<file path="src/rtl/vmac_interleave.sv">
`timescale 1ns/1ps
module vmac_interleave #(
  parameter int W = 8,
  parameter int ROWS = 4,
  parameter int TERMS = 3,
  parameter int LAT = 6,
  localparam int RW = (ROWS > 1) ? $clog2(ROWS) : 1,
  localparam int TW = (TERMS > 1) ? $clog2(TERMS) : 1,
  localparam int AW = 2*W + $clog2(TERMS+1)
) (
  input  logic          clk,
  input  logic          rst,
  input  logic          in_valid,
  output logic          in_ready,
  input  logic [W-1:0]  in_a,
  input  logic [W-1:0]  in_b,
  output logic          out_valid,
  input  logic          out_ready,
  output logic [AW-1:0] out_data,
  output logic [RW-1:0] out_row
);
  logic [AW-1:0] acc [ROWS];
  logic [RW-1:0] row_q;
  logic [TW-1:0] term_q;
  logic [LAT-1:0] s_vld, s_last;
  logic [RW-1:0] s_row [LAT];
  logic [AW-1:0] s_sum [LAT];
  logic [LAT-2:0] clash;
  logic [2*W-1:0] prod;
  logic [AW-1:0] addend, sum_in;
  logic en, fire, hazard;

  assign en = !out_valid || out_ready;

  for (genvar k = 0; k < LAT-1; k++) begin : g_clash
    assign clash[k] = s_vld[k] && (s_row[k] == row_q);
  end

  assign hazard   = (term_q != '0) && (|clash);
  assign in_ready = en && !hazard;
  assign fire     = in_valid && in_ready;

  assign prod   = $signed(in_a) * $signed(in_b);
  assign addend = (term_q == '0) ? '0 : acc[row_q];
  assign sum_in = addend + {{(AW-2*W){prod[2*W-1]}}, prod};

  always_ff @(posedge clk) begin
    if (rst) begin
      row_q  <= '0;
      term_q <= '0;
    end else if (fire) begin
      if (row_q == RW'(ROWS-1)) begin
        row_q  <= '0;
        term_q <= (term_q == TW'(TERMS-1)) ? '0 : term_q + 1'b1;
      end else begin
        row_q <= row_q + 1'b1;
      end
    end
  end

  always_ff @(posedge clk) begin
    if (rst) s_vld <= '0;
    else if (en) s_vld <= {s_vld[LAT-2:0], fire};
  end

  always_ff @(posedge clk) begin
    if (en) begin
      s_last   <= {s_last[LAT-2:0], term_q == TW'(TERMS-1)};
      s_row[0] <= row_q;
      s_sum[0] <= sum_in;
      for (int k = 1; k < LAT; k++) begin
        s_row[k] <= s_row[k-1];
        s_sum[k] <= s_sum[k-1];
      end
      if (s_vld[LAT-2]) acc[s_row[LAT-2]] <= s_sum[LAT-2];
    end
  end

  assign out_valid = s_vld[LAT-1] && s_last[LAT-1];
  assign out_data  = s_sum[LAT-1];
  assign out_row   = s_row[LAT-1];
endmodule

</file>
<file path="config.mk">
export PLATFORM = sky130hd
export DESIGN_NAME = vmac_interleave
export DESIGN_NICKNAME = d
export VERILOG_FILES = /design/src/rtl/vmac_interleave.sv
export SDC_FILE = /design/constraint.sdc
export NUM_CORES = 1
export LEC_CHECK = 0
export ABC_AREA = 1
export BUFFER_PORTS_ARGS = -buffer_cell sky130_fd_sc_hd__buf_2
export CORE_MARGIN = 4
export CORE_UTILIZATION = 59
export DETAILED_ROUTE_END_ITERATION = 7
export PLACE_DENSITY = 0.88
export SYNTH_ARGS = -nofsm -noshare
export SYNTH_HDL_FRONTEND = slang
export SYNTH_SLANG_ARGS = --single-unit
</file>
<file path="constraint.sdc">
create_clock -name clk -period 6.8 [get_ports clk]
set_input_delay 0 -clock clk [delete_from_list [all_inputs] [get_ports clk]]
set_output_delay 0 -clock clk [all_outputs]
set_load 0.01 [all_outputs]
</file>
==> impl_results.md <==
* Post-CTS setup-driven buffer insertion count at 0
* Area grow syn2layout at 10.1%
* WL final at 19.9 mm
* IO Pins at 42
* Starting Density at about three fifths
* Antenna-violating nets left at 0
* # setup viols final at 0
* Period Utilization, post-route at 73.2%
* Worst setup path class: input port to flip-flop
* Maximum VDD drop at between 0.0003 and 0.0004 V
* Clk_lat worst skew at 490 ps
* DRC viols at 0
* Vias/cell at 5.40
* Total CTS buffers at 19
* Drt wl/cell at approximately 16 um
* Die X at ~140 um
* Min-Delay Path Class: input port to flip-flop
* Vias in the first global route at 6906
* Cell Rows at 49
* GRT Residual Overflow at 0
* RSZ-0062 raised after global routing: no
* Syn. warnings at 0
* Most common cell after layout, fill and taps aside: edfxtp_1
* Final GP Congestion at 0.913
* Status: finished clean
* Total core area at 0.0180 mm2
* Worst endpoint required time at 7030 ps
* P_leak at 0.00533 uW
* Crit Path Max Fanout at 8
* Mean area per synthesized cell at 11.4 um2
* Die height at 143 um
* PD cells at 406 mW/mm2
* Setup TNS at 0 ps
* DR iter-0 viols at 569
* # clock sinks at 210
* #FFs+latches synth at 210
* Max-cap violations at 0
* Most frequent cells in the layout: edfxtp_1 (198), inv_1 (169), nand2_1 (134)
* Main synth FF type: edfxtp_1
* Netlist cell types at 40
* H-tree levels at 1
* Nets at roughly 1100
* Crit end category: flip-flop
* Post-synth ARST share at 0%
* Max Buffers Root-to-Sink at 3
* Post-DP HPWL at between 10 and 15 mm
* Clock Tree Root: clkbuf_16
* Largest net degree at the start of global routing at 75
* Max_slew headroom at 38.2%
* Die ar. at roughly 0.020 mm2
* Syn nets at 1064
* Min Tclk post-route at 4980 ps
* # diodes at 0
* IO buf count at 41
* Fin. Hold Viols at 0
* Vias at about 6600
* Antenna violations before repair at 0
* Final core utilization at 65.9%
* Synth Instances at roughly 940
* Post-synth EDFFs at between 150 and 200
* Measured slew at the worst slew-check pin at 927 ps
* Worst Skew at 19.0 ps
* Startpoint Class: input port
* Worst-path clk slew at 60 ps
* CTS tree: built
* All-Layer GR Usage at around 20%
* Post-synthesis sequential area ratio at 57.6%
* DR pass1 iterations at 5
* Final Slew Violations at 0
* Cell area after synthesis at between 0.01 and 0.015 mm2
* CP arrival at roughly 5200 ps
* First-pass GRT wire length at 33.5 mm
* Layout cells sized above 1 at 11.2%
* Max frequency at 0.201 GHz
## per-layer routing
metal / up-vias / global-route usage, % / wire length (um)
li1: 3137 / - / -
met2: 265 / 36.1 / 10000
met4: 0 / 6.25 / 447
met3: 40 / 2.31 / 1310
met1: 3190 / 27.1 / 8110
met5: - / 0 / 0
## flip-flops by register name, summed over array words and instances, names as in the netlist, named ones only
name,flops
row_q,2
s_last,6
s_sum,108
term_q,2
s_row,12
s_vld,6
acc,72
## final cells by class
type                    instances  area [um2]
clock buffers                  24         524
well taps                     229         287
flip-flops and latches        210        6190
repair buffers                 52         298
clock inverters                10        80.1
fillers                      1263        6130
inverters                     176         663
multi-input cells             527        3790
## worst paths after layout
| kind | from | slack (ps) | cells after the start | endpoint |
|---|---|---|---|---|
| setup reg to reg | flip-flop | 3200 | 15 | s_sum[0][13] |
| hold / removal | in_a[0] | 90 | 4 | s_sum[0][0] |
| setup / recovery | in_b[7] | 1820 | 26 | s_sum[0][17] |
| hold reg to reg | s_sum[3][16] | 420 | 0 | s_sum[4][16] |
## Yosys cell counts, types with 3 or more instances
library cell	number	area share, %
o21a_1	3	0.21
nand2_1	134	4.7
nor3_1	5	0.23
edfxtp_1	198	55
nor2_1	103	3.6
nand2_2	4	0.23
a21oi_1	44	2.0
xnor2_1	17	1.4
nand3_2	5	0.47
ha_1	46	5.4
inv_1	169	5.9
xor2_1	17	1.4
o21ai_0	43	2.0
o21ai_1	4	0.19
dfxtp_1	12	2.2
buf_4	3	0.21
inv_2	6	0.21
fa_1	56	10
clkbuf_1	25	0.87
nand3_1	20	0.93
## cells by family (layout without fill, tap and decap cells)
kind of cell,Yosys count,count (layout),share of synthesized area [%]
flip-flops,210,210,57.6
adder cells (fa/ha/maj),102,102,15.8
AO/OA/AOI/OAI,108,108,5.50
XOR/XNOR,34,34,2.77
AND/OR/NAND/NOR,283,283,11.0
buffers and inverters,205,262,7.33
## critical path, stage by stage
cell and delay (ps):
buf_2 100, inv_1 110, or2_2 310, fa_1 520
fa_1 550, inv_1 60, fa_1 520, inv_1 50
fa_1 530, inv_1 40, ha_1 350, a21o_1 210
a31oi_1 220, o31ai_1 110, xor2_1 150, ha_1 390
a21o_1 180, inv_1 80, o21a_1 110, nand2_1 40
a31oi_1 210, nand2_1 80, nand2_1 90, nand2_1 50
nand2_1 60, nand2_1 50
## stage by stage
step | cell area, um2 | setup WS [ps] | cells | power (uW) | hold slack, ps
after CTS | 11800 | 1810 | 1228 | 4830 | 62.2
final | 11800 | 1820 | 1228 | 4800 | 86.4
after global routing | 11800 | 1440 | 1228 | 5170 | 107
after global placement | 11200 | 1420 | 1190 | 3700 | 208
after detailed placement | 11200 | 1310 | 1190 | 3780 | 207
after floorplan | 10700 | 1680 | 942 | 3350 | 69.1
## timing repair
item                       in CTS  in global routing
hold endpoints to repair       12                  0
gates resized for setup         0                  0
setup endpoints to repair       0                  0
hold buffers                    4                  0
## where the power goes
part	switching [uW]	total (uW)	internal [uW]
Combinational	1080	1720	645
Clock	441	1030	587
Sequential	150	2050	1900
Total	1670	4800	3140
No activity file was read; power rests on OpenSTA's default activity.
